[src/rtl/supv_pkg.sv]
package supv_pkg;
  typedef enum logic [2:0] {
    ST_CHARGE    = 3'd0,
    ST_RUN       = 3'd1,
    ST_HALT_AUTO = 3'd2,
    ST_HALT_LAT  = 3'd3,
    ST_LAT_CHG   = 3'd4
  } supv_state_t;
endpackage

[src/rtl/supv_persist.sv]
// Counts consecutive steps with the level high; hit fires on the LIMIT-th.
module supv_persist #(
  parameter int unsigned LIMIT = 3
) (
  input  logic clk,
  input  logic rst_n,
  input  logic clear,
  input  logic step,
  input  logic level,
  output logic hit
);
  localparam int unsigned CW = (LIMIT > 1) ? $clog2(LIMIT) : 1;
  localparam logic [CW-1:0] TOP = CW'(LIMIT - 1);

  logic [CW-1:0] cnt;

  assign hit = step && level && (cnt == TOP);

  always_ff @(posedge clk or negedge rst_n) begin
    if (!rst_n) begin
      cnt <= '0;
    end else if (clear) begin
      cnt <= '0;
    end else if (step) begin
      if (!level)          cnt <= '0;
      else if (cnt != TOP) cnt <= cnt + 1'b1;
    end
  end
endmodule

[src/rtl/supv_thermal.sv]
// Hysteretic hot state from separate trip and release comparator flags.
module supv_thermal (
  input  logic clk,
  input  logic rst_n,
  input  logic trip,
  input  logic release_ok,
  output logic hot
);
  always_ff @(posedge clk or negedge rst_n) begin
    if (!rst_n)          hot <= 1'b0;
    else if (trip)       hot <= 1'b1;
    else if (release_ok) hot <= 1'b0;
  end
endmodule

[src/rtl/supv_fsm.sv]
module supv_fsm
  import supv_pkg::*;
(
  input  logic        clk,
  input  logic        rst_n,
  input  logic        above_on,
  input  logic        below_off,
  input  logic        below_delatch,
  input  logic        auto_ev,
  input  logic        latch_ev,
  output supv_state_t state
);
  supv_state_t nxt;

  always_comb begin
    nxt = state;
    unique case (state)
      ST_CHARGE: begin
        if (latch_ev)      nxt = ST_HALT_LAT;
        else if (above_on) nxt = ST_RUN;
      end
      ST_RUN: begin
        if (latch_ev)       nxt = ST_HALT_LAT;
        else if (auto_ev)   nxt = ST_HALT_AUTO;
        else if (below_off) nxt = ST_CHARGE;
      end
      ST_HALT_AUTO: begin
        if (below_off) nxt = ST_CHARGE;
      end
      ST_HALT_LAT: begin
        if (below_delatch)  nxt = ST_CHARGE;
        else if (below_off) nxt = ST_LAT_CHG;
      end
      ST_LAT_CHG: begin
        if (below_delatch) nxt = ST_CHARGE;
        else if (above_on) nxt = ST_HALT_LAT;
      end
      default: nxt = ST_CHARGE;
    endcase
  end

  always_ff @(posedge clk or negedge rst_n) begin
    if (!rst_n) state <= ST_CHARGE;
    else        state <= nxt;
  end
endmodule

[src/rtl/supply_supervisor.sv]
module supply_supervisor
  import supv_pkg::*;
#(
  parameter int unsigned SOVP_CYCLES  = 25000,
  parameter int unsigned VOVP_STROBES = 3
) (
  input  logic clk,
  input  logic rst_n,
  input  logic sup_above_on,
  input  logic sup_below_off,
  input  logic sup_below_delatch,
  input  logic sup_above_ovp,
  input  logic brownout_flag,
  input  logic cs_short_flag,
  input  logic vout_ovp_flag,
  input  logic temp_trip_flag,
  input  logic temp_release_flag,
  input  logic cycle_strobe,
  output logic switch_enable,
  output logic startup_enable,
  output logic fault_auto,
  output logic fault_latched
);
  supv_state_t state;
  logic        running;
  logic        sovp_hit;
  logic        vovp_hit;
  logic        hot;
  logic        auto_ev;
  logic        latch_ev;

  assign running = (state == ST_RUN);

  supv_persist #(.LIMIT(SOVP_CYCLES)) u_sovp (
    .clk(clk), .rst_n(rst_n), .clear(1'b0), .step(1'b1),
    .level(sup_above_ovp), .hit(sovp_hit)
  );

  supv_persist #(.LIMIT(VOVP_STROBES)) u_vovp (
    .clk(clk), .rst_n(rst_n), .clear(!running), .step(cycle_strobe),
    .level(vout_ovp_flag), .hit(vovp_hit)
  );

  supv_thermal u_therm (
    .clk(clk), .rst_n(rst_n), .trip(temp_trip_flag),
    .release_ok(temp_release_flag), .hot(hot)
  );

  assign auto_ev  = sovp_hit || brownout_flag || cs_short_flag;
  assign latch_ev = hot || vovp_hit;

  supv_fsm u_fsm (
    .clk(clk), .rst_n(rst_n), .above_on(sup_above_on),
    .below_off(sup_below_off), .below_delatch(sup_below_delatch),
    .auto_ev(auto_ev), .latch_ev(latch_ev), .state(state)
  );

  assign switch_enable  = running;
  assign startup_enable = (state == ST_CHARGE) || (state == ST_LAT_CHG);
  assign fault_auto     = (state == ST_HALT_AUTO);
  assign fault_latched  = (state == ST_HALT_LAT) || (state == ST_LAT_CHG);
endmodule

[config.mk]
export PLATFORM = sky130hd
export DESIGN_NAME = supply_supervisor
export DESIGN_NICKNAME = d
export VERILOG_FILES = /design/src/rtl/supv_pkg.sv /design/src/rtl/supv_persist.sv /design/src/rtl/supv_thermal.sv /design/src/rtl/supv_fsm.sv /design/src/rtl/supply_supervisor.sv
export SDC_FILE = /design/constraint.sdc
export NUM_CORES = 1
export LEC_CHECK = 0
export ABC_CLOCK_PERIOD_IN_PS = 5500
export BUFFER_PORTS_ARGS = -buffer_cell sky130_fd_sc_hd__clkbuf_2
export CAP_MARGIN = 20
export CELL_PAD_IN_SITES_DETAIL_PLACEMENT = 1
export CELL_PAD_IN_SITES_GLOBAL_PLACEMENT = 1
export CORE_MARGIN = 2
export CORE_UTILIZATION = 48
export CTS_CLUSTER_SIZE = 16
export DETAILED_ROUTE_END_ITERATION = 12
export HOLD_SLACK_MARGIN = 0.05
export PLACE_DENSITY_LB_ADDON = 0.1
export SKIP_LAST_GASP = 1
export SLEW_MARGIN = 20
export SYNTH_ARGS = -nofsm -noshare
export SYNTH_HDL_FRONTEND = slang
export SYNTH_HIERARCHICAL = 1
export SYNTH_SLANG_ARGS = --single-unit
export TNS_END_PERCENT = 100
[constraint.sdc]
create_clock -name clk -period 5.5 [get_ports clk]
set_clock_uncertainty 0.2 [all_clocks]
set_input_delay 0.275 -clock clk [delete_from_list [all_inputs] [get_ports clk]]
set_output_delay 0.275 -clock clk [all_outputs]
set_load 0.02 [all_outputs]
==> results.md <==
- Measured along the x axis, the die boundary spans ~58 microns.
- For this design the static power due to leakage is 0.0007225 uW.
- The met3 routing resource usage after global routing is 0.02902.
- Grouping stages by cell kind, the critical path spends the most delay in simple AND/OR/NAND/NOR gates.
- The count of cells in the finished layout, fillers not included, comes to 198.
- After routing, the total negative slack on setup checks comes to 0 ns.
- For met1 alone, demand over resource in global routing was 0.2671.
- The worst setup path is launched from a flip-flop.
- CTS built an H-tree with a depth of 1.
- Entering global routing, the biggest net connects 22 pins.
- Once the clock tree was built, the resizer swapped 0 gates to a different size.
- Clock-pin slew was measured on the worst setup and hold paths at 0.12 ns.
- At the pin with the least slew margin, the transition time is 0.5865 ns.
- The number of global-route vias before repair was 1233.
- The placed wire-length estimate after detailed placement is 2506 microns.
- The placed cell count is 191.
- The residual DRC count is 0.
- The count of nets left with antenna violations after detail routing is 0.
- Setup repair after global routing left no endpoint under its margin.
- The hold violation count in the final report is 0.
- The most common cell in the synthesized netlist is sky130_fd_sc_hd__dfrtp_1.
- The number of ports placed on the die boundary is 16.
- The initial utilization of the core area, before any placement, comes to 0.5074.
- The critical path is of the flip-flop to flip-flop type.
- The worst ir drop on vdd is approximately 0.20 mV.
- In the final routed layout, each cell accounts on average for 16.73 microns.
- The clock sink count is 21.
- The count of TritonRoute iterations in the first routing pass is 4.
- The achievable frequency is 0.3760 GHz.
- The flow ran to the end, and the final reports show no timing, DRC or antenna violations.
- In the global route stage, met2 resource usage came out at 0.4042.
- The required time of the critical path is 5.54 ns.
- The gate count after technology mapping is 144.
- The type of the worst min-delay path is input port to flip-flop.
- The proportion of register bits with asynchronous set or reset after synthesis is 1.000.
- Across every metal layer, demand over resource in global routing totals 0.2213.
- The share of the clock period used by the worst path after layout is 0.4836.
- In this run the cell area measured after placement is approximately 1500 sq um.
- At the worst endpoint, the arrival time is 2.70 ns.
- The synthesized cell area is 1411 sq um.
- Ranked by instance count, the synthesized netlist is headed by sky130_fd_sc_hd__dfrtp_1 (21), sky130_fd_sc_hd__nand2_1 (9), sky130_fd_sc_hd__a31oi_1 (8).
- Post-CTS timing repair inserted 0 buffers for setup.
- The quantity of I/O buffers inserted on ports is 15.
- The root buffer cell chosen for the clock tree is sky130_fd_sc_hd__clkbuf_4.
- Walking the worst path, the cells encountered are or4_4 -> nor4_4 -> and3_1 -> or3_1 -> a21oi_1 -> o32ai_1 -> o21a_1.
- The detailed router's first-iteration violation count is 68.
- The max-slew violation total from the final report is 0.
- The most used routing layer in global routing is met2.
- The share of the synthesized area in the top cell type is 0.3723.
- After synthesis, the cell types taking the most area are sky130_fd_sc_hd__dfrtp_1 (37%), sky130_fd_sc_hd__mux2i_1 (5.0%), sky130_fd_sc_hd__a31oi_1 (3.5%), sky130_fd_sc_hd__ha_1 (2.7%), sky130_fd_sc_hd__nand2_1 (2.4%).
- The diode insertion count for antenna repair is 0.
- The max-cap violation count is 0.
- The placer congestion estimate is 0.8102.
- The worst path in the final design needs a cycle of around 2.7 ns, including I/O delays and setup.
- The aggregate global routing overflow is 0.
- Hold repair after CTS inserted 3 buffers.
- The number of clock buffers inserted by TritonCTS is 3.
- Synthesis inferred 21 register bits.
- The count of final setup violators is 0.
- In this run the mean area of a mapped cell was 9.801 sq um.
- In this run the worst path has a maximum fanout of 8.
- The region available for standard cell placement spans 2781 sq um.
- The count of warnings emitted by yosys is 6.
- The post-detailed-route via-to-cell ratio is 6.323.
- Summing all non-filler instances in the final layout gives an area of between 1500 and 2000 sq um.
- The kind of end point of the critical path is a flip-flop.
- From synthesis to final layout, the design area changed by 11.61%.
- The slowest stage of the critical path is the sky130_fd_sc_hd__or4_4 cell.
- TritonCTS built the clock tree.
- The synthesized design contains 0 enable-type register cells.
- The floorplan step set the die height to 58.23 microns.
- The maximum cell stage delay along the critical path is 0.55 ns.
- The longest clock path from root to sink contains 2 buffers.
- The post-detailed-routing wire length is 3313 microns.
- The via count is approximately 1.3k.
- The number of distinct library cells after synthesis is 56.
- The first-pass GRT wire length is 5685 microns.
- The floorplan row count is 19.
- The share of post-route cells with drive strength above 1 is 0.1737.
- The clock insertion delay at the later pin of the skew report is 0.30 ns.
- For this run, the register share of the synthesized area comes to 0.3723.
- The die covers 3390 sq um.
- Together, buffers and inverters on the worst path number 0.
- The largest total area in the synthesized netlist belongs to sky130_fd_sc_hd__dfrtp_1.
- The primary flip-flop cell chosen by synthesis mapping is sky130_fd_sc_hd__dfrtp_1.
- The power density of the placed cells is 244.4 nW/um^2.
- After the last flow step, the layout net total stands at 183.
- The initial antenna violation count came to 0.
- Measured against its own limit, the worst slew margin works out to 0.6090.
[metal layers]
layer / part of all wire / up-vias
met5: 0 / -
met4: 0.020 / 0
met3: 0.035 / 9
met2: 0.49 / 27
met1: 0.45 / 613
li1: - / 603
[cell type report]
| cell class | instances | area [sq um] |
|---|---|---|
| flip-flops and latches | 21 | 525.5 |
| well taps | 31 | 38.79 |
| clock buffers | 4 | 26.28 |
| repair buffers | 18 | 105.1 |
| multi-input cells | 121 | 868.3 |
| inverters | 3 | 11.26 |
| fillers | 322 | 1206 |
[state kept, by name, summed over array words and instances, names as in the netlist]
signal and count:
u_therm/hot 1, u_sovp/cnt 15, u_fsm/state 3, u_vovp/cnt 2
[through the flow]
stage	util	setup slack, ns	total power [uW]	hold WS [ns]
after floorplan	-	3.169	269.2	-0.2206
after global placement	0.5461	3.056	303.0	0.07006
after detailed placement	0.5461	2.944	312.1	0.07071
after CTS	0.5664	2.916	388.0	0.06328
after global routing	0.5664	2.665	410.5	0.06094
final	0.5664	2.840	385.0	0.06554
[final timing paths]
kind | slack, ns | depth (start not counted) | end | start
max in group asynchronous | 4.49 | 2 | u_sovp/cnt[9] | rst_n
setup / recovery | 2.84 | 7 | u_fsm/state[1] | u_sovp/cnt[3]
setup reg to reg | 2.84 | 7 | u_fsm/state[1] | u_sovp/cnt[3]
hold / removal | 0.07 | 3 | u_vovp/cnt[1] | cycle_strobe
min in group asynchronous | 0.26 | 2 | u_sovp/cnt[1] | rst_n
hold reg to reg | 0.34 | 1 | u_sovp/cnt[0] | u_sovp/cnt[0]
[layout by cell type, fill, tap and decap left out, drive strengths merged, types with 2 or more instances in the layout]
cell type	instances
mux2i	7
or3b	3
dlygate4sd3	3
and2	2
o32ai	2
dfrtp	21
nor3	4
a211o	3
and4	4
ha	3
and3	6
nand3	5
a41oi	2
or2	2
or2b	2
a211oi	4
a21o	2
clkbuf	19
a31oi	8
nor4	2
nand2	9
inv	3
nor2	7
nand4	4
o21ai	4
nand2b	4
a21boi	2
conb	7
nor3b	2
a21oi	4
nand3b	2
[worst register-to-register path: cells and delay by family (launching register included)]
family | cells | cell delay [ns]
flops | 1 | 0.49
compound gates | 3 | 0.56
simple gates | 4 | 1.33
[cell families after synthesis]
kind of cell | share of synthesized area
adder cells (fa/ha/maj) | 0.02660
buffers and inverters | 0.02571
other | 0.005321
flip-flops | 0.3723
AO/OA/AOI/OAI | 0.2128
AND/OR/NAND/NOR | 0.3076
multiplexers | 0.04965
[power by group]
part           internal [uW]  total (uW)  leakage [uW]  switching [uW]
Combinational           51.4         117      0.000423            66.0
Clock                   28.2        73.0     0.0000150            44.8
Sequential               165         195      0.000285            29.5
Total                    245         385      0.000722             140
No activity file was read; power rests on OpenSTA's default activity.
